$ cat config.mk
export PLATFORM = sky130hd
export DESIGN_NAME = tc_channel
export DESIGN_NICKNAME = d
export VERILOG_FILES = /design/src/rtl/tc_pkg.sv /design/src/rtl/tc_edge_sync.sv /design/src/rtl/tc_tick_gen.sv /design/src/rtl/tc_count_core.sv /design/src/rtl/tc_irq_ctrl.sv /design/src/rtl/tc_channel.sv
export SDC_FILE = /design/constraint.sdc
export NUM_CORES = 1
export LEC_CHECK = 0
export BUFFER_PORTS_ARGS = -buffer_cell sky130_fd_sc_hd__buf_2
export CORE_ASPECT_RATIO = 0.8
export CORE_UTILIZATION = 43
export DETAILED_ROUTE_END_ITERATION = 12
export GPL_TIMING_DRIVEN = 0
export SLEW_MARGIN = 10
export SYNTH_ARGS = -nofsm -noshare
export SYNTH_HDL_FRONTEND = slang
export SYNTH_SLANG_ARGS = --single-unit
$ cat constraint.sdc
create_clock -name clk -period 4.2 [get_ports clk]
set_input_delay 0.42 -clock clk [delete_from_list [all_inputs] [get_ports clk]]
set_output_delay 0.42 -clock clk [all_outputs]
set_load 0.05 [all_outputs]
$ cat src/rtl/tc_pkg.sv
package tc_pkg;
   localparam int ADDR_W = 4;

   localparam logic [ADDR_W-1:0] RA_CMD      = 4'd0;
   localparam logic [ADDR_W-1:0] RA_MODE     = 4'd1;
   localparam logic [ADDR_W-1:0] RA_COUNT    = 4'd2;
   localparam logic [ADDR_W-1:0] RA_CMPA     = 4'd3;
   localparam logic [ADDR_W-1:0] RA_CMPC     = 4'd4;
   localparam logic [ADDR_W-1:0] RA_STAT     = 4'd5;
   localparam logic [ADDR_W-1:0] RA_MASK_SET = 4'd6;
   localparam logic [ADDR_W-1:0] RA_MASK_CLR = 4'd7;
   localparam logic [ADDR_W-1:0] RA_MASK     = 4'd8;

   localparam int CMD_ON   = 0;
   localparam int CMD_OFF  = 1;
   localparam int CMD_KICK = 2;

   localparam int MODE_W    = 5;
   localparam int MODE_AUTO = 3;
   localparam int MODE_STOP = 4;

   localparam int N_EVT  = 2;
   localparam int EV_C   = 0;
   localparam int EV_A   = 1;
   localparam int ST_RUN = 2;

   typedef enum logic [2:0] {
      SRC_TAP0  = 3'd0,
      SRC_TAP1  = 3'd1,
      SRC_TAP2  = 3'd2,
      SRC_TAP3  = 3'd3,
      SRC_SLOW  = 3'd4,
      SRC_CHAIN = 3'd5
   } src_e;
endpackage

$ cat src/rtl/tc_edge_sync.sv
module tc_edge_sync #(
   parameter int STAGES = 2
) (
   input  logic clk,
   input  logic rst_n,
   input  logic async_i,
   output logic pulse_o
);
   logic [STAGES-1:0] sync_q;
   logic              last_q;

   always_ff @(posedge clk or negedge rst_n) begin
      if (!rst_n) begin
         sync_q <= '0;
         last_q <= 1'b0;
      end else begin
         sync_q <= {sync_q[STAGES-2:0], async_i};
         last_q <= sync_q[STAGES-1];
      end
   end

   assign pulse_o = sync_q[STAGES-1] & ~last_q;

   // a synchronised edge yields a single-cycle enable
   p_single_pulse_r5: assert property (@(posedge clk) disable iff (!rst_n)
      pulse_o |=> !pulse_o);
endmodule

$ cat src/rtl/tc_tick_gen.sv
module tc_tick_gen
   import tc_pkg::*;
#(
   parameter int SHIFT0 = 1,
   parameter int SHIFT1 = 3,
   parameter int SHIFT2 = 5,
   parameter int SHIFT3 = 7,
   parameter int STAGES = 2
) (
   input  logic       clk,
   input  logic       rst_n,
   input  logic [2:0] sel_i,
   input  logic       slow_i,
   input  logic       chain_i,
   output logic       tick_o
);
   localparam int PRE_W = SHIFT3;
   localparam int N_ASYNC = 2;

   logic [PRE_W-1:0]   pre_q;
   logic [3:0]         tap_tick;
   logic [N_ASYNC-1:0] async_in;
   logic [N_ASYNC-1:0] async_tick;

   always_ff @(posedge clk or negedge rst_n) begin
      if (!rst_n) pre_q <= '0;
      else        pre_q <= pre_q + 1'b1;
   end

   for (genvar i = 0; i < 4; i++) begin : g_tap
      localparam int SH = (i == 0) ? SHIFT0 : (i == 1) ? SHIFT1 :
                          (i == 2) ? SHIFT2 : SHIFT3;
      assign tap_tick[i] = &pre_q[SH-1:0];
   end

   assign async_in = {chain_i, slow_i};

   for (genvar j = 0; j < N_ASYNC; j++) begin : g_sync
      tc_edge_sync #(.STAGES(STAGES)) u_sync (
         .clk     (clk),
         .rst_n   (rst_n),
         .async_i (async_in[j]),
         .pulse_o (async_tick[j])
      );
   end

   always_comb begin
      case (sel_i)
         SRC_TAP0, SRC_TAP1, SRC_TAP2, SRC_TAP3: tick_o = tap_tick[sel_i[1:0]];
         SRC_SLOW:  tick_o = async_tick[0];
         SRC_CHAIN: tick_o = async_tick[1];
         default:   tick_o = 1'b0;
      endcase
   end

   // prescaler taps never fire on two consecutive clocks
   p_tap_gap_r5: assert property (@(posedge clk) disable iff (!rst_n)
      (tick_o && sel_i < 3'd4) |=> (!tick_o || sel_i >= 3'd4));
   // unused source codes stay silent
   p_idle_src_r5: assert property (@(posedge clk) disable iff (!rst_n)
      (sel_i > 3'd5) |-> !tick_o);
endmodule

$ cat src/rtl/tc_count_core.sv
module tc_count_core #(
   parameter int CNT_W = 16
) (
   input  logic             clk,
   input  logic             rst_n,
   input  logic             tick_i,
   input  logic             cmd_on_i,
   input  logic             cmd_off_i,
   input  logic             cmd_kick_i,
   input  logic             auto_i,
   input  logic             stop_i,
   input  logic [CNT_W-1:0] cmp_a_i,
   input  logic [CNT_W-1:0] cmp_c_i,
   output logic [CNT_W-1:0] cnt_o,
   output logic             run_o,
   output logic             wave_o,
   output logic             hit_a_o,
   output logic             hit_c_o
);
   logic [CNT_W-1:0] cnt_q;
   logic             run_q;
   logic             wave_q;
   logic             step;
   logic             cmd_act;

   assign step    = tick_i & run_q;
   assign hit_a_o = step & (cnt_q == cmp_a_i);
   assign hit_c_o = step & (cnt_q == cmp_c_i);
   assign cmd_act = cmd_on_i | cmd_off_i | cmd_kick_i;

   always_ff @(posedge clk or negedge rst_n) begin
      if (!rst_n) begin
         cnt_q  <= '0;
         run_q  <= 1'b0;
         wave_q <= 1'b0;
      end else begin
         if (cmd_kick_i)                cnt_q <= '0;
         else if (step && auto_i && hit_c_o) cnt_q <= '0;
         else if (step)                 cnt_q <= cnt_q + 1'b1;

         if (cmd_act) run_q <= cmd_off_i ? 1'b0 : 1'b1;
         else if (hit_c_o && stop_i) run_q <= 1'b0;

         if (hit_c_o)      wave_q <= 1'b0;
         else if (hit_a_o) wave_q <= 1'b1;
      end
   end

   assign cnt_o  = cnt_q;
   assign run_o  = run_q;
   assign wave_o = wave_q;

   p_wrap_r1: assert property (@(posedge clk) disable iff (!rst_n)
      (tick_i && run_q && !cmd_kick_i && cnt_q == '1) |=> cnt_q == '0);
   p_hold_r1: assert property (@(posedge clk) disable iff (!rst_n)
      (!run_q && !cmd_kick_i) |=> $stable(cnt_q));
   p_autoreset_r2: assert property (@(posedge clk) disable iff (!rst_n)
      (tick_i && run_q && auto_i && cnt_q == cmp_c_i) |=> cnt_q == '0);
   p_stop_r3: assert property (@(posedge clk) disable iff (!rst_n)
      (tick_i && run_q && stop_i && cnt_q == cmp_c_i && !cmd_act) |=> !run_q);
   p_off_wins_r4: assert property (@(posedge clk) disable iff (!rst_n)
      cmd_off_i |=> !run_q);
   p_kick_r4: assert property (@(posedge clk) disable iff (!rst_n)
      (cmd_kick_i && !cmd_off_i) |=> (run_q && cnt_q == '0));
   p_wave_clear_r6: assert property (@(posedge clk) disable iff (!rst_n)
      (tick_i && run_q && cnt_q == cmp_c_i) |=> !wave_q);
endmodule

$ cat src/rtl/tc_irq_ctrl.sv
module tc_irq_ctrl #(
   parameter int N_SRC = 2
) (
   input  logic             clk,
   input  logic             rst_n,
   input  logic [N_SRC-1:0] ev_i,
   input  logic             rd_clr_i,
   input  logic             set_we_i,
   input  logic             clr_we_i,
   input  logic [N_SRC-1:0] bits_i,
   output logic [N_SRC-1:0] flags_o,
   output logic [N_SRC-1:0] mask_o,
   output logic             irq_o
);
   logic [N_SRC-1:0] flags_q;
   logic [N_SRC-1:0] mask_q;

   always_ff @(posedge clk or negedge rst_n) begin
      if (!rst_n) begin
         flags_q <= '0;
         mask_q  <= '0;
      end else begin
         flags_q <= (rd_clr_i ? '0 : flags_q) | ev_i;
         if (set_we_i)      mask_q <= mask_q | bits_i;
         else if (clr_we_i) mask_q <= mask_q & ~bits_i;
      end
   end

   assign flags_o = flags_q;
   assign mask_o  = mask_q;
   assign irq_o   = |(flags_q & mask_q);

   p_mask_set_r7: assert property (@(posedge clk) disable iff (!rst_n)
      set_we_i |=> ((mask_q & $past(bits_i)) == $past(bits_i)));
   p_mask_clr_r7: assert property (@(posedge clk) disable iff (!rst_n)
      clr_we_i |=> ((mask_q & $past(bits_i)) == '0));
   p_read_clears_r8: assert property (@(posedge clk) disable iff (!rst_n)
      (rd_clr_i && ev_i == '0) |=> flags_q == '0);
   p_event_kept_r8: assert property (@(posedge clk) disable iff (!rst_n)
      (ev_i != '0) |=> ((flags_q & $past(ev_i)) == $past(ev_i)));
   p_masked_quiet_r9: assert property (@(posedge clk) disable iff (!rst_n)
      (mask_q == '0) |-> !irq_o);
endmodule

$ cat src/rtl/tc_channel.sv
module tc_channel
   import tc_pkg::*;
#(
   parameter int CNT_W       = 16,
   parameter int SYNC_STAGES = 2,
   parameter int TAP_SHIFT0  = 1,
   parameter int TAP_SHIFT1  = 3,
   parameter int TAP_SHIFT2  = 5,
   parameter int TAP_SHIFT3  = 7
) (
   input  logic              clk,
   input  logic              rst_n,
   input  logic              bus_wr_i,
   input  logic              bus_rd_i,
   input  logic [3:0]        bus_addr_i,
   input  logic [CNT_W-1:0]  bus_wdata_i,
   output logic [CNT_W-1:0]  bus_rdata_o,
   input  logic              slow_tick_i,
   input  logic              chain_clk_i,
   output logic              wave_o,
   output logic              irq_o
);
   initial begin
      assert (CNT_W >= 8 && CNT_W <= 32) else $error("CNT_W out of range");
      assert (SYNC_STAGES >= 2) else $error("SYNC_STAGES below 2");
      assert (TAP_SHIFT0 >= 1 && TAP_SHIFT0 < TAP_SHIFT1 &&
              TAP_SHIFT1 < TAP_SHIFT2 && TAP_SHIFT2 < TAP_SHIFT3)
         else $error("prescaler taps must rise strictly");
   end

   logic [MODE_W-1:0] mode_q;
   logic [CNT_W-1:0]  cmp_a_q;
   logic [CNT_W-1:0]  cmp_c_q;
   logic              cmd_we;
   logic              tick;
   logic [CNT_W-1:0]  cnt;
   logic              run;
   logic              hit_a;
   logic              hit_c;
   logic [N_EVT-1:0]  ev;
   logic [N_EVT-1:0]  flags;
   logic [N_EVT-1:0]  mask;
   logic              unused_wdata;

   assign cmd_we       = bus_wr_i && bus_addr_i == RA_CMD;
   assign unused_wdata = ^bus_wdata_i[CNT_W-1:MODE_W];

   always_ff @(posedge clk or negedge rst_n) begin
      if (!rst_n) begin
         mode_q  <= '0;
         cmp_a_q <= '0;
         cmp_c_q <= '0;
      end else if (bus_wr_i) begin
         case (bus_addr_i)
            RA_MODE: mode_q  <= bus_wdata_i[MODE_W-1:0];
            RA_CMPA: cmp_a_q <= bus_wdata_i;
            RA_CMPC: cmp_c_q <= bus_wdata_i;
            default: ;
         endcase
      end
   end

   tc_tick_gen #(
      .SHIFT0 (TAP_SHIFT0), .SHIFT1 (TAP_SHIFT1),
      .SHIFT2 (TAP_SHIFT2), .SHIFT3 (TAP_SHIFT3),
      .STAGES (SYNC_STAGES)
   ) u_tick (
      .clk     (clk),
      .rst_n   (rst_n),
      .sel_i   (mode_q[2:0]),
      .slow_i  (slow_tick_i),
      .chain_i (chain_clk_i),
      .tick_o  (tick)
   );

   tc_count_core #(.CNT_W(CNT_W)) u_core (
      .clk        (clk),
      .rst_n      (rst_n),
      .tick_i     (tick),
      .cmd_on_i   (cmd_we & bus_wdata_i[CMD_ON]),
      .cmd_off_i  (cmd_we & bus_wdata_i[CMD_OFF]),
      .cmd_kick_i (cmd_we & bus_wdata_i[CMD_KICK]),
      .auto_i     (mode_q[MODE_AUTO]),
      .stop_i     (mode_q[MODE_STOP]),
      .cmp_a_i    (cmp_a_q),
      .cmp_c_i    (cmp_c_q),
      .cnt_o      (cnt),
      .run_o      (run),
      .wave_o     (wave_o),
      .hit_a_o    (hit_a),
      .hit_c_o    (hit_c)
   );

   always_comb begin
      ev       = '0;
      ev[EV_C] = hit_c;
      ev[EV_A] = hit_a;
   end

   tc_irq_ctrl #(.N_SRC(N_EVT)) u_irq (
      .clk      (clk),
      .rst_n    (rst_n),
      .ev_i     (ev),
      .rd_clr_i (bus_rd_i && bus_addr_i == RA_STAT),
      .set_we_i (bus_wr_i && bus_addr_i == RA_MASK_SET),
      .clr_we_i (bus_wr_i && bus_addr_i == RA_MASK_CLR),
      .bits_i   (bus_wdata_i[N_EVT-1:0]),
      .flags_o  (flags),
      .mask_o   (mask),
      .irq_o    (irq_o)
   );

   always_comb begin
      bus_rdata_o = '0;
      case (bus_addr_i)
         RA_MODE:  bus_rdata_o = CNT_W'(mode_q);
         RA_COUNT: bus_rdata_o = cnt;
         RA_CMPA:  bus_rdata_o = cmp_a_q;
         RA_CMPC:  bus_rdata_o = cmp_c_q;
         RA_STAT:  bus_rdata_o = CNT_W'({run, flags});
         RA_MASK:  bus_rdata_o = CNT_W'(mask);
         default:  bus_rdata_o = '0;
      endcase
   end

   // write-only command address never returns data
   p_cmd_reads_zero_r10: assert property (@(posedge clk) disable iff (!rst_n)
      (bus_addr_i == RA_CMD) |-> bus_rdata_o == '0);
endmodule

==> key figures, run 1 <==
Cells and area
  • # diodes: 0
  • Nets: 441
  • Layout filler cell count: 798
  • Reg area: 1800 um^2
  • Area of the multi-input gates: 1860 um^2
  • Non-filler instance count after layout: 528
  • Layout cells sized above 1: 0.236
  • Area grow syn2layout: 15.6%

Synth
  • Synthesized area: 3820 um^2
  • Avg Inst Size Synth: 10.7 um^2
  • Yosys top cell by area: dfrtp_1
  • Number of enable flip-flop cells after synthesis: 0
  • Dominant synthesized flop cell: dfrtp_1
  • Mapped Nets: 386
  • Post-synth top area share: 0.472
  • YS warnings: 0
  • Most frequent cell after synthesis: dfrtp_1
  • Asr flop ratio synth: 1.00
  • Cells after Synth: 356
  • Synth area leaders: dfrtp_1, mux2_2, xor2_1, a222oi_1, mux2_1
  • Post-synthesis sequential area ratio: 0.472
  • Register bit total from synthesis: 72
  • Synth cell types: 49
  • Synth top cells by count: dfrtp_1, xor2_1, mux2_2

Clocking
  • CTS tree: yes
  • Clock root cell: clkbuf_8
  • Worst-Skew Late Latency: 0.35 ns
  • Post-CTS Resized: 0
  • Clock net sink count: 72
  • H-tree Lvls: 3
  • CTS max path bufs: 2
  • Reg clk slew, reported paths: 0.07 ns
  • Number of CTS-inserted buffers: 9

GRT
  • First-pass GRT wire length: 15000 um
  • GRT Residual Overflow: 0
  • Vias in the first global route: 2966
  • Initial antenna violation count: 0
  • Gr usage total: 0.214
  • Largest net degree at the start of global routing: 47

Timing
  • Final Cycle Share: 0.690
  • Post-Route Setup TNS: 0 ns
  • Final slew viol count: 0
  • Worst slew margin: 0.528
  • Final hold vios: 0
  • Achievable Freq: 0.345 GHz
  • Skew final: 0.00710 ns
  • Minimum clock period: 2.90 ns
  • Final setup viols: 0
  • Worst-Margin Slew: 0.701 ns
  • RSZ-0062 raised after global routing: no

Setup path
  • CP Data Required Time: 3.78 ns
  • Critical Path Fanout Max: 10
  • Arrival @ worst endpoint: 2.48 ns
  • CP top delay family: buffers and inverters
  • Top cell by count, worst path: clkbuf_1
  • Critical path buffers and inverters: 5
  • CP max stage delay: 0.45 ns
  • Setup Crit Path Kind: in -> out
  • CP Capture Type: output pin
  • Critical path launch point type: input pin
  • Slowest cell on the critical path: clkbuf_1
  • Critical-path cell list: buf_2, clkbuf_1, and3_1, clkbuf_1, clkbuf_1, a22oi_1, o21ai_0, buf_2

Placed design
  • HPWL Detailed: 6850 um
  • I/O Buffers: 42
  • Placed insts: 511
  • GPL Wtd Cong: 0.869

Detailed routing
  • Routed vias: 3033
  • DRC errors left: 0
  • Detail Route Antenna Nets: 0
  • Wire length per cell: 17.3 um
  • Iter 0 DRT Violations: 217
  • WL final: 9120 um
  • Via-per-instance ratio: 5.74
  • DRT Pass-1 Iters: 5

Floorplanning
  • I/O pin count: 44
  • Initial core utilization: 0.446
  • Die Height: 86.3 um
  • CORE AREA: 8560 um^2
  • Die ar.: 9270 um^2
  • Die X: 107 um
  • Row Count: 30

Pwr
  • Power Dens Cells: 461 nW/um^2
  • Leak: 2.08 nW
  • VDD IR max: 0.299 mV

Status
  • Status: finished, final reports clean

Hold path
  • Worst min path class: in -> reg

Flow run
  • Max-cap violations: 0
[placed cells by master, fill, tap and decap left out, drive strengths merged, types with 10 or more instances in the layout]
| master | instances |
|---|---|
| xor2 | 35 |
| mux2 | 39 |
| clkbuf | 30 |
| nand4 | 10 |
| nor4 | 14 |
| nand3 | 11 |
| dfrtp | 72 |
| buf | 47 |
| nand2 | 21 |
| inv | 16 |
| a222oi | 11 |
| a21oi | 10 |
| nor2 | 13 |
[through the flow]
step,hold WS (ns),utilization,cell area (um^2),power [W],worst slack (ns)
final,0.180,0.516,4420,0.00204,1.30
after global routing,0.165,0.516,4420,0.00215,1.15
after CTS,0.163,0.516,4420,0.00205,1.37
after detailed placement,0.336,0.491,4200,0.00149,1.37
after global placement,0.334,0.487,4170,0.00147,1.36
after floorplan,0.124,-,3820,0.00132,1.74
[worst paths after layout]
check	startpoint	to	depth (start not counted)	slack (ns)
max in group asynchronous	rst_n	cmp_a_q[11]$_DFFE_PN0P_	3	3.12
min in group asynchronous	rst_n	u_tick.pre_q[5]$_DFF_PN0_	2	0.53
worst max-delay path	bus_addr_i[0]	bus_rdata_o[4]	8	1.30
worst min register to register	u_tick.g_sync[1].u_sync.sync_q[0]$_DFF_PN0_	u_tick.g_sync[1].u_sync.sync_q[1]$_DFF_PN0_	0	0.35
worst min-delay path	chain_clk_i	u_tick.g_sync[1].u_sync.sync_q[0]$_DFF_PN0_	1	0.18
worst max register to register	u_core.cnt_o[8]$_DFFE_PN0P_	u_core.cnt_o[7]$_DFFE_PN0P_	7	1.58
[registers in the layout, summed over array words and instances (netlist names), named ones only]
| register | cells |
|---|---|
| u_core.run_o | 1 |
| u_core.wave_o | 1 |
| cmp_c_q | 16 |
| cmp_a_q | 16 |
| u_irq.flags_o | 2 |
| u_tick.g_sync.u_sync.sync_q | 4 |
| u_tick.g_sync.u_sync.last_q | 2 |
| u_core.cnt_o | 16 |
| mode_q | 5 |
| u_tick.pre_q | 7 |
[cell families after synthesis]
| family | share of synthesized area |
|---|---|
| buffers and inverters | 0.0419 |
| and+or+nand+nor | 0.142 |
| AOI/OAI and AO/OA | 0.120 |
| xor gates and xnor gates | 0.0940 |
| DFF | 0.472 |
| muxes | 0.118 |
| adders and majority gates | 0.0131 |
[metal layers]
| metal | part of all wire | up-vias | GRT usage |
|---|---|---|---|
| met5 | 0 | - | 0 |
| met4 | 0.015 | 0 | 0.0747 |
| met3 | 0.046 | 13 | 0.0459 |
| met2 | 0.45 | 59 | 0.320 |
| met1 | 0.49 | 1542 | 0.307 |
| li1 | - | 1419 | - |
[worst reg2reg max path: cells and delay by family, from the launching register on]
| family | cells | cell delay, ns |
|---|---|---|
| buffers and inverters | 2 | 0.51 |
| AND/OR/NAND/NOR | 3 | 0.85 |
| XOR/XNOR | 1 | 0.18 |
| AO/OA/AOI/OAI | 1 | 0.59 |
| flip-flops | 1 | 0.36 |
[area by class of cell]
type / count / share of cell area
Clock inverter: 5 / 0.0125
Sequential cell: 72 / 0.408
Inverter: 16 / 0.0136
Tap cell: 112 / 0.0317
Buffer: 23 / 0.0227
Clock buffer: 11 / 0.0343
Timing Repair Buffer: 44 / 0.0566
Multi-Input combinational cell: 245 / 0.421
[timing repair]
action	CTS	global route
hold buffers	1	0
setup buffers	0	0
hold endpoints to repair	23	0
[power breakdown]
group / internal (W) / switching (W)
combinational: 0.000225 / 0.000323
sequential: 0.000817 / 0.000114
clock: 0.000304 / 0.000256
total: 0.00135 / 0.000693
Power figures use the tool's default switching activity.
==> run 2, diff against run 1 <==
Settings changed: ABC_AREA from default to 1.
Clock period 4.2 ns to 3 ns, I/O delays scaled along.
==> key figures, run 2 <==
Floorplanning
  • Die X: 110 um
  • CORE AREA: 9080 um^2
  • I/O pin count: 44
  • Row Count: 31
  • Die Height: 88.6 um
  • Die ar.: 9760 um^2
  • Initial core utilization: 0.444

Setup path
  • Slowest cell on the critical path: nor3_4
  • Top cell by count, worst path: buf_2
  • Setup Crit Path Kind: in -> out
  • Critical path launch point type: input pin
  • CP Data Required Time: 2.70 ns
  • Arrival @ worst endpoint: 1.84 ns
  • CP max stage delay: 0.33 ns
  • Critical Path Fanout Max: 10
  • Critical-path cell list: buf_2, nor2_4, inv_2, nor3_4, buf_2, nand2_1, o211ai_1, buf_2
  • CP Capture Type: output pin

Flow run
  • Max-cap violations: 0

Synth
  • Yosys top cell by area: dfrtp_1
  • Dominant synthesized flop cell: dfrtp_1
  • Most frequent cell after synthesis: nand2_1
  • Number of enable flip-flop cells after synthesis: 0
  • Mapped Nets: 548
  • Synth cell types: 36
  • Register bit total from synthesis: 72
  • Asr flop ratio synth: 1.00
  • Synthesized area: 4030 um^2
  • Cells after Synth: 518
  • Post-synthesis sequential area ratio: 0.447
  • Synth area leaders: dfrtp_1, nand2_1, inv_1, xnor2_1, nand3_1
  • Synth top cells by count: nand2_1, dfrtp_1, inv_1
  • Post-synth top area share: 0.447
  • YS warnings: 0
  • Avg Inst Size Synth: 7.77 um^2

Timing
  • Final setup viols: 0
  • Post-Route Setup TNS: 0 ns
  • Final slew viol count: 0
  • Minimum clock period: 2.14 ns
  • Final Cycle Share: 0.712
  • Final hold vios: 0
  • Worst-Margin Slew: 0.497 ns
  • Skew final: 0.00494 ns
  • Setup ws final: 0.865 ns
  • RSZ-0062 raised after global routing: no
  • Worst slew margin: 0.669
  • Achievable Freq: 0.468 GHz
  • Hold Slack: 0.0737 ns

Clocking
  • Reg clk slew, reported paths: 0.05 ns
  • CTS tree: yes
  • CTS max path bufs: 2
  • Post-CTS Resized: 0
  • Clock net sink count: 72
  • Clock root cell: clkbuf_16
  • Worst-Skew Late Latency: 0.33 ns
  • Number of CTS-inserted buffers: 9
  • H-tree Lvls: 3

Hold path
  • Worst min path class: in -> reg

Placed design
  • GPL Wtd Cong: 0.849
  • Place WS: 0.883 ns
  • I/O Buffers: 43
  • HPWL Detailed: 7820 um

Pwr
  • Power Dens Cells: 627 nW/um^2
  • Leak: 2.42 nW
  • VDD IR max: 0.505 mV
  • Final Power: 0.00295 W

Cells and area
  • Commonest non-fill, non-tap cell in the layout: nand2_1
  • Nets: 604
  • Layout cells sized above 1: 0.176
  • Final core utilization: 0.519
  • Area grow syn2layout: 17.0%
  • # diodes: 0
  • Most frequent cells in the layout: nand2_1, dfrtp_1, inv_1

Detailed routing
  • Wire length per cell: 14.9 um
  • WL final: 10400 um
  • Routed vias: 3586
  • Iter 0 DRT Violations: 193
  • Via-per-instance ratio: 5.17
  • DRC errors left: 0
  • DRT Pass-1 Iters: 5
  • Detail Route Antenna Nets: 0

GRT
  • Gr usage total: 0.235
  • Vias in the first global route: 3442
  • First-pass GRT wire length: 17000 um
  • Initial antenna violation count: 0
  • GRT Residual Overflow: 0
  • Largest net degree at the start of global routing: 43

Status
  • Status: finished, final reports clean
run 2: where the power goes:
group / internal (W) / switching, W
registers: 0.00112 / 0.000177
clock network: 0.000644 / 0.000388
logic: 0.000243 / 0.000383
total: 0.00201 / 0.000948
run 2: through the flow:
stage	cells	cell area [um^2]
2_1_floorplan	518	4030
3_3_place_gp	676	4390
3_5_place_dp	677	4410
4_1_cts	693	4710
5_1_grt	693	4710
6_report	693	4710
run 2: area by class of cell:
type / instances / area (um^2)
well taps: 115 / 144
multi-input cells: 358 / 1860
clock inverters: 2 / 12.5
fillers: 914 / 4370
plain buffers: 18 / 103
flip-flops and latches: 72 / 1800
inverters: 70 / 263
repair buffers: 45 / 248
clock buffers: 13 / 280
run 2: critical path: cells and delay by family:
family	cells	cell delay, ns
simple gates	3	0.60
compound gates	1	0.13
buf+inv	4	0.79
run 2: timing repair:
item | CTS | global route
endpoints found under the hold margin | 30 | 0
hold buffers | 1 | 0
setup buffers | 0 | 0
run 2: final timing paths:
check	start	to	slack [ns]	depth (start not counted)
max	bus_addr_i[2]	bus_rdata_o[5]	0.86	8
min	chain_clk_i	u_tick.g_sync[1].u_sync.sync_q[0]$_DFF_PN0_	0.07	1
max reg2reg	u_tick.pre_q[0]$_DFF_PN0_	u_core.cnt_o[4]$_DFFE_PN0P_	1.06	12
min reg2reg	u_tick.g_sync[1].u_sync.sync_q[0]$_DFF_PN0_	u_tick.g_sync[1].u_sync.sync_q[1]$_DFF_PN0_	0.35	0
max in group asynchronous	rst_n	cmp_a_q[2]$_DFFE_PN0P_	2.00	3
min in group asynchronous	rst_n	u_core.cnt_o[13]$_DFFE_PN0P_	0.44	2
run 2: logic make-up (layout without fill, tap and decap cells):
group / count (synthesis) / after routing / share of synthesized area
fa+ha+maj: 4 / 4 / 0.0124
xor+xnor: 27 / 27 / 0.0587
compound gates: 70 / 70 / 0.102
flops: 72 / 72 / 0.447
simple gates: 257 / 257 / 0.288
buf+inv: 88 / 148 / 0.0907
run 2: layer usage:
| metal | GRT usage | part of all wire |
|---|---|---|
| met2 | 0.348 | 0.42 |
| met1 | 0.340 | 0.51 |
| met5 | 0 | 0 |
| met3 | 0.0508 | 0.051 |
| met4 | 0.0849 | 0.019 |
